## config.mk

```make
export PLATFORM = sky130hd
export DESIGN_NAME = irq_ctl_single_level
export DESIGN_NICKNAME = d
export VERILOG_FILES = /design/src/rtl/irq_ctl_single_level.sv
export SDC_FILE = /design/constraint.sdc
export NUM_CORES = 1
export LEC_CHECK = 0
export BUFFER_PORTS_ARGS = -buffer_cell sky130_fd_sc_hd__buf_2
export CAP_MARGIN = 20
export CELL_PAD_IN_SITES_DETAIL_PLACEMENT = 0
export CELL_PAD_IN_SITES_GLOBAL_PLACEMENT = 1
export CORE_ASPECT_RATIO = 0.6
export CORE_UTILIZATION = 37
export DETAILED_ROUTE_END_ITERATION = 8
export GPL_ROUTABILITY_DRIVEN = 0
export GPL_TIMING_DRIVEN = 0
export PLACE_DENSITY = 0.84
export SLEW_MARGIN = 5
export SYNTH_ARGS = -nofsm -noshare
export SYNTH_HDL_FRONTEND = slang
export SYNTH_SLANG_ARGS = --single-unit
```

## constraint.sdc

```tcl
create_clock -name clk -period 3.6 [get_ports clk]
set_input_delay 0.72 -clock clk [delete_from_list [all_inputs] [get_ports clk]]
set_output_delay 0.72 -clock clk [all_outputs]
set_load 0.02 [all_outputs]
```

## src/rtl/irq_ctl_single_level.sv

```systemverilog
module irq_ctl_single_level #(
  parameter int VEC_W       = 8,
  parameter int SYNC_STAGES = 2
) (
  input  logic             clk,
  input  logic             rst_n,
  input  logic             ext0_pin,
  input  logic             ext1_pin,
  input  logic             it0_edge,
  input  logic             tmr0_ovf,
  input  logic             tmr1_ovf,
  input  logic             i2c_byte_req,
  input  logic             i2c_bit_req,
  input  logic             en_wr,
  input  logic [7:0]       en_wdata,
  output logic [7:0]       en_rdata,
  input  logic             irq_ack,
  input  logic             reti,
  output logic             irq_req,
  output logic [VEC_W-1:0] irq_vec
);

  localparam int         NSRC    = 6;
  localparam logic [7:0] EN_MASK = 8'hEF;

  function automatic logic [VEC_W-1:0] src_vec(input int idx);
    case (idx)
      0:       return VEC_W'(8'h03);
      1:       return VEC_W'(8'h0B);
      2:       return VEC_W'(8'h13);
      3:       return VEC_W'(8'h1B);
      4:       return VEC_W'(8'h2B);
      default: return VEC_W'(8'h53);
    endcase
  endfunction

  logic [SYNC_STAGES:0] p0_sh, p1_sh;
  logic [7:0]           en_q;
  logic                 ie0_q, ie1_q, tf0_q, tf1_q, svc_q;
  logic [NSRC-1:0]      pend, act, grant;
  logic [VEC_W-1:0]     vec;

  wire p0_now  = p0_sh[SYNC_STAGES-1];
  wire p0_old  = p0_sh[SYNC_STAGES];
  wire p1_now  = p1_sh[SYNC_STAGES-1];
  wire p1_old  = p1_sh[SYNC_STAGES];
  wire p0_fall = p0_old & ~p0_now;
  wire p1_edge = p1_old ^ p1_now;
  wire take    = irq_ack & irq_req;

  assign pend = {i2c_bit_req, i2c_byte_req, tf1_q, ie1_q, tf0_q,
                 it0_edge ? ie0_q : ~p0_now};
  assign act  = pend & {en_q[6], en_q[5], en_q[3:0]} & {NSRC{en_q[7]}};

  always_comb begin
    grant = '0;
    for (int i = NSRC - 1; i >= 0; i--) begin
      if (act[i]) begin
        grant    = '0;
        grant[i] = 1'b1;
      end
    end
  end

  always_comb begin
    vec = '0;
    for (int i = 0; i < NSRC; i++)
      if (grant[i]) vec = vec | src_vec(i);
  end

  assign irq_req  = ~svc_q & (|act);
  assign irq_vec  = irq_req ? vec : '0;
  assign en_rdata = en_q;

  always_ff @(posedge clk or negedge rst_n) begin
    if (!rst_n) begin
      p0_sh <= '1;
      p1_sh <= '1;
    end else begin
      p0_sh <= {p0_sh[SYNC_STAGES-1:0], ext0_pin};
      p1_sh <= {p1_sh[SYNC_STAGES-1:0], ext1_pin};
    end
  end

  always_ff @(posedge clk or negedge rst_n) begin
    if (!rst_n) begin
      en_q  <= '0;
      ie0_q <= 1'b0;
      ie1_q <= 1'b0;
      tf0_q <= 1'b0;
      tf1_q <= 1'b0;
      svc_q <= 1'b0;
    end else begin
      if (en_wr) en_q <= en_wdata & EN_MASK;

      if (!it0_edge)                 ie0_q <= 1'b0;
      else if (p0_fall)              ie0_q <= 1'b1;
      else if (take && grant[0])     ie0_q <= 1'b0;

      if (tmr0_ovf)                  tf0_q <= 1'b1;
      else if (take && grant[1])     tf0_q <= 1'b0;

      if (p1_edge)                   ie1_q <= 1'b1;
      else if (take && grant[2])     ie1_q <= 1'b0;

      if (tmr1_ovf)                  tf1_q <= 1'b1;
      else if (take && grant[3])     tf1_q <= 1'b0;

      if (take)                      svc_q <= 1'b1;
      else if (reti)                 svc_q <= 1'b0;
    end
  end

endmodule

```

**Word-level counts from Yosys, hierarchy flattened**

Index checks and enable logic that the tools add are counted.

- Equality and inequality tests: 1
- Muxes and demuxes: 30
- Bitwise logic cells: 13
- Reductions and logical operators: 9

Operator list:

| cell | count |
|---|---|
| $mux 8 | 11 |
| $or 8x8->8 | 5 |
| $mux 6 | 6 |
| $and 6x6->6 | 2 |
| $mux 1 | 12 |
| $reduce_bool 2->1 | 4 |
| $reduce_or 6->1 | 1 |
| $logic_and 1x1->1 | 4 |
| $and 1x1->1 | 3 |
| $ne 3x1->1 const B | 1 |
| $mux 2 | 1 |
| $not 1->1 | 2 |
| $xor 1x1->1 | 1 |

- Register bits after elaboration: 18
- Bits of input ports: 20
- Output and inout port bits: 17
- Logic and storage cells: 61

**Logic depth before layout (Yosys ltp)**

- Word-level depth: 22
- Mapped depth: 4
- Depth with buffers taken out: 4

**Worst setup path after synthesis**

Ideal clock, no wire load.

- Path type: input port to output port
- Start point: in it0_edge
- End point: out irq_vec[4]
- Arrival time: 1.798 ns
- Required time: 2.880 ns
- Path slack: 1.082 ns
- Stages on the path: 3
- Buffers on the path: 0
- Cells stage by stage: nand2b_2 > a311oi_4 > a21boi_0

- Word-level cells in the longest chain between the ends: 14
- Elaborated cells on any way between the ends: 16
- Classes of those cells: mux (8); bitwise (7); reduce/logical (1)

Ends and longest elaborated chain:

| item | RTL line | text |
|---|---|---|
| from (decl) | 9 | `input logic it0_edge,` |
| $mux 1 * | 52 | `it0_edge ? ie0_q : ~p0_now};` |
| $and 6x6->6 * (2 in a row) | 53 | `assign act = pend & {en_q[6], en_q[5], en_q[3:0]} & {NSRC{en_q[7]}};` |
| $mux 6 | 58 | `if (act[i]) begin` |
| $mux 8 | 68 | `if (grant[i]) vec = vec \| src_vec(i);` |
| $or 8x8->8 | 68 |  |
| $mux 8 | 68 |  |
| $or 8x8->8 | 68 |  |
| $mux 8 | 68 |  |
| $or 8x8->8 | 68 |  |
| $mux 8 | 68 |  |
| $or 8x8->8 | 68 |  |
| $mux 8 | 68 |  |
| $mux 8 * | 72 | `assign irq_vec = irq_req ? vec : '0;` |
| to (decl) | 20 | `output logic [VEC_W-1:0] irq_vec` |

Mark *: on every way between the ends. The rest lies on a longest branch, timed or not.

**Final worst setup path**

Ends and elaborated chain as after synthesis.

==> out/summary.json <==
{
  "sta": {
    "fin_skew_ps": 2.85,
    "grt_setup_unrepaired": "false",
    "setup_tns_ps": 0,
    "setup_viol_count_final": 0,
    "finalWorstPathRequiredPeriod_ps": 2530,
    "hold_viol": 0,
    "min_period_over_period": 0.703,
    "fmaxAchievable_mhz": 395,
    "slew_viol_final": 0
  },
  "global_route": {
    "total_grt_overflow": 0,
    "grt_first_pass_wirelength_um": 2550,
    "maximum_number_of_pins_on_one_net_before_global_route_repair": 19,
    "grt_use_total": 0.146,
    "first_global_vias": 542,
    "antenna_found_initial": 0
  },
  "pwr": {
    "cellLeakagePower_uw": 0.000512,
    "power-per-cell-area_nw_per_um2": 491,
    "vdd.ir_drop.worst_v": 0.000258,
    "power.total_uw": 537
  },
  "cells_and_area": {
    "layout-area-overhead-vs-synth_pct": 30.1,
    "multi_input_comb_area_um2": 353,
    "layout.nets": 129,
    "final_cell_mix": "buf_2, dfrtp_1, mux2_2",
    "layout.cells.most_common": "buf_2",
    "sequential_standard_cell_area_um2": 458,
    "fillerInstances": 183,
    "antenna-diode-count": 0,
    "drive_above_1_share": 0.528
  },
  "synth": {
    "ys_ff_latch": 18,
    "synth.yosys.seq_area_share": 0.545,
    "synth_cells": 71,
    "post_synth_instance_area_um2": 841,
    "post_synth.cell_area_avg_um2": 11.8,
    "ys_warn_count": 0,
    "yosys.cell_types.count": 26
  },
  "clock_tree": {
    "clk_root_buffer_cell": "clkbuf_8",
    "worst_skew_pair.late_latency_ps": 250,
    "cts.reportedPaths.clkPinSlew_ps": 60,
    "cts.htree.levels": 1,
    "cts.path.max_buffers": 2,
    "cts_buffers": 3,
    "cts_tree": "built",
    "cts.repair_timing.setup_buffer_count": 0,
    "cts.sinks": 18,
    "cts_resized": 0,
    "postCtsHoldBufs": 0
  },
  "place": {
    "place.detailed.hpwl_um": 1210,
    "port_buffers": 31
  },
  "setup_path": {
    "cp_num_buf_inv": 2,
    "crit_path_top_delay_cell": "a311oi_4",
    "required_ps": 2880,
    "reg2reg_setup_slack_ps": 2130,
    "worst_path_most_repeated_cell": "buf_2",
    "worstSetupPathType": "primary input to output port",
    "timing.critical_path.cells": "buf_2 > nand2b_2 > a311oi_4 > a21boi_0 > buf_2",
    "critical_path.endpoint_type": "output port",
    "top_cell_family_by_delay_on_the_critical_path": "compound AO/OA/AOI/OAI gates",
    "worst_ep_arrival_time_ps": 1810,
    "timing.critical_path.slowest_cell_delay_ps": 350,
    "startpoint_type": "primary input",
    "crit_fanout": 4
  },
  "floorplanning": {
    "io_pins": 37,
    "num_rows": 12,
    "initial_core_util": 0.424,
    "design.die.area_um2": 2470,
    "die_height_um": 38.9,
    "fp.coreArea_um2": 1980,
    "dieWidth_um": 63.5
  },
  "detailed_routing": {
    "route.detailed.drc": 0,
    "drt_pass1_iterations": 4,
    "postRouteAntennaNets": 0,
    "postRouteWirelength_um": 1590,
    "routed_wire_length_per_instance_um": 11.7,
    "dr.first_iter.drc_count": 10,
    "via_per_inst": 4.66,
    "dr_total_vias": 634
  },
  "worst_hold_path": {
    "timing.hold.worst.class": "register to register"
  },
  "job": {
    "max_cap_viol_count": 0
  },
  "run_status": {
    "outcome": "finished, final reports clean"
  }
}
==> cell type report <==
| class | instances | area share |
|---|---|---|
| Timing Repair Buffer | 31 | 0.142 |
| Multi-Input combinational cell | 49 | 0.323 |
| Inverter | 1 | 0.00343 |
| Clock buffer | 4 | 0.0503 |
| Sequential cell | 18 | 0.419 |
| Tap cell | 28 | 0.0320 |
| Buffer | 5 | 0.0309 |
==> cells in the mapped netlist <==
master	n	share of area
nand2_1	6	0.027
nand2b_1	1	0.0074
a21oi_1	2	0.012
nor2_1	2	0.0089
dfrtp_1	12	0.36
a31oi_1	4	0.030
buf_4	4	0.036
inv_1	1	0.0045
xor2_1	1	0.010
conb_1	1	0.0045
o21a_1	1	0.0089
nand3_1	3	0.018
mux2_2	7	0.094
nor2b_1	3	0.022
a22o_1	3	0.031
a21o_1	3	0.027
and2_2	1	0.0089
a21boi_0	1	0.0089
and2_4	1	0.010
o21ai_0	2	0.012
dfstp_2	6	0.19
clkbuf_1	1	0.0045
and3_4	1	0.013
nand2b_2	1	0.010
a311oi_4	1	0.031
nand4_1	2	0.015
==> cell families (layout without fill, tap and decap cells) <==
family	after synthesis	after routing	share of synthesized area
compound gates	17	17	0.161
mux	7	7	0.0938
buf+inv	6	41	0.0446
other cells	1	3	0.00446
flops	18	18	0.545
simple gates	21	21	0.141
xor+xnor	1	1	0.0104
==> state kept, by name, summed over array words and instances, names as in the netlist <==
| name | cells |
|---|---|
| en_rdata | 7 |
| p0_sh | 3 |
| p1_sh | 3 |
| ie0_q | 1 |
| ie1_q | 1 |
| svc_q | 1 |
| tf0_q | 1 |
| tf1_q | 1 |
==> where the power goes <==
group          switching (uW)  leakage, uW  total [uW]  internal [uW]
clock                    64.8    0.0000288         162           97.1
combinational            75.2     0.000286         135           59.6
sequential               18.2     0.000198         240            222
==> per-stage QoR <==
step / hold slack, ps / area [um2] / std cells / utilization / setup slack (ps)
finish: 356 / 1090 / 136 / 0.552 / 1070
global route: 362 / 1090 / 136 / 0.552 / 1000
CTS: 357 / 1090 / 136 / 0.552 / 1060
detailed placement: 347 / 1040 / 132 / 0.524 / 1060
global placement: 346 / 1040 / 132 / 0.524 / 1100
floorplan: 345 / 848 / 73 / - / 1080
==> worst reg2reg max path, delay by kind of cell, from the launching register on <==
| kind | cells | cell delay (ps) |
|---|---|---|
| flip-flops | 1 | 490 |
| AO/OA/AOI/OAI | 2 | 500 |
| AND/OR/NAND/NOR | 2 | 390 |
==> layer usage <==
layer	vias up	global-route usage	part of all wire
li1	320	-	-
met5	-	0	0
met3	0	0.0559	0.079
met1	282	0.201	0.52
met2	32	0.210	0.40
met4	0	0.0511	0
==> worst paths after layout <==
check	start	end	cells past startpoint
worst min register to register	p0_sh[0]	p0_sh[1]	0
worst min-delay path	p0_sh[0]	p0_sh[1]	0
max in group asynchronous	rst_n	p1_sh[0]	1
worst max-delay path	it0_edge	irq_vec[4]	5
worst max register to register	en_rdata[7]	tf1_q	4
min in group asynchronous	rst_n	ie1_q	1
No activity file was read; power rests on OpenSTA's default activity.
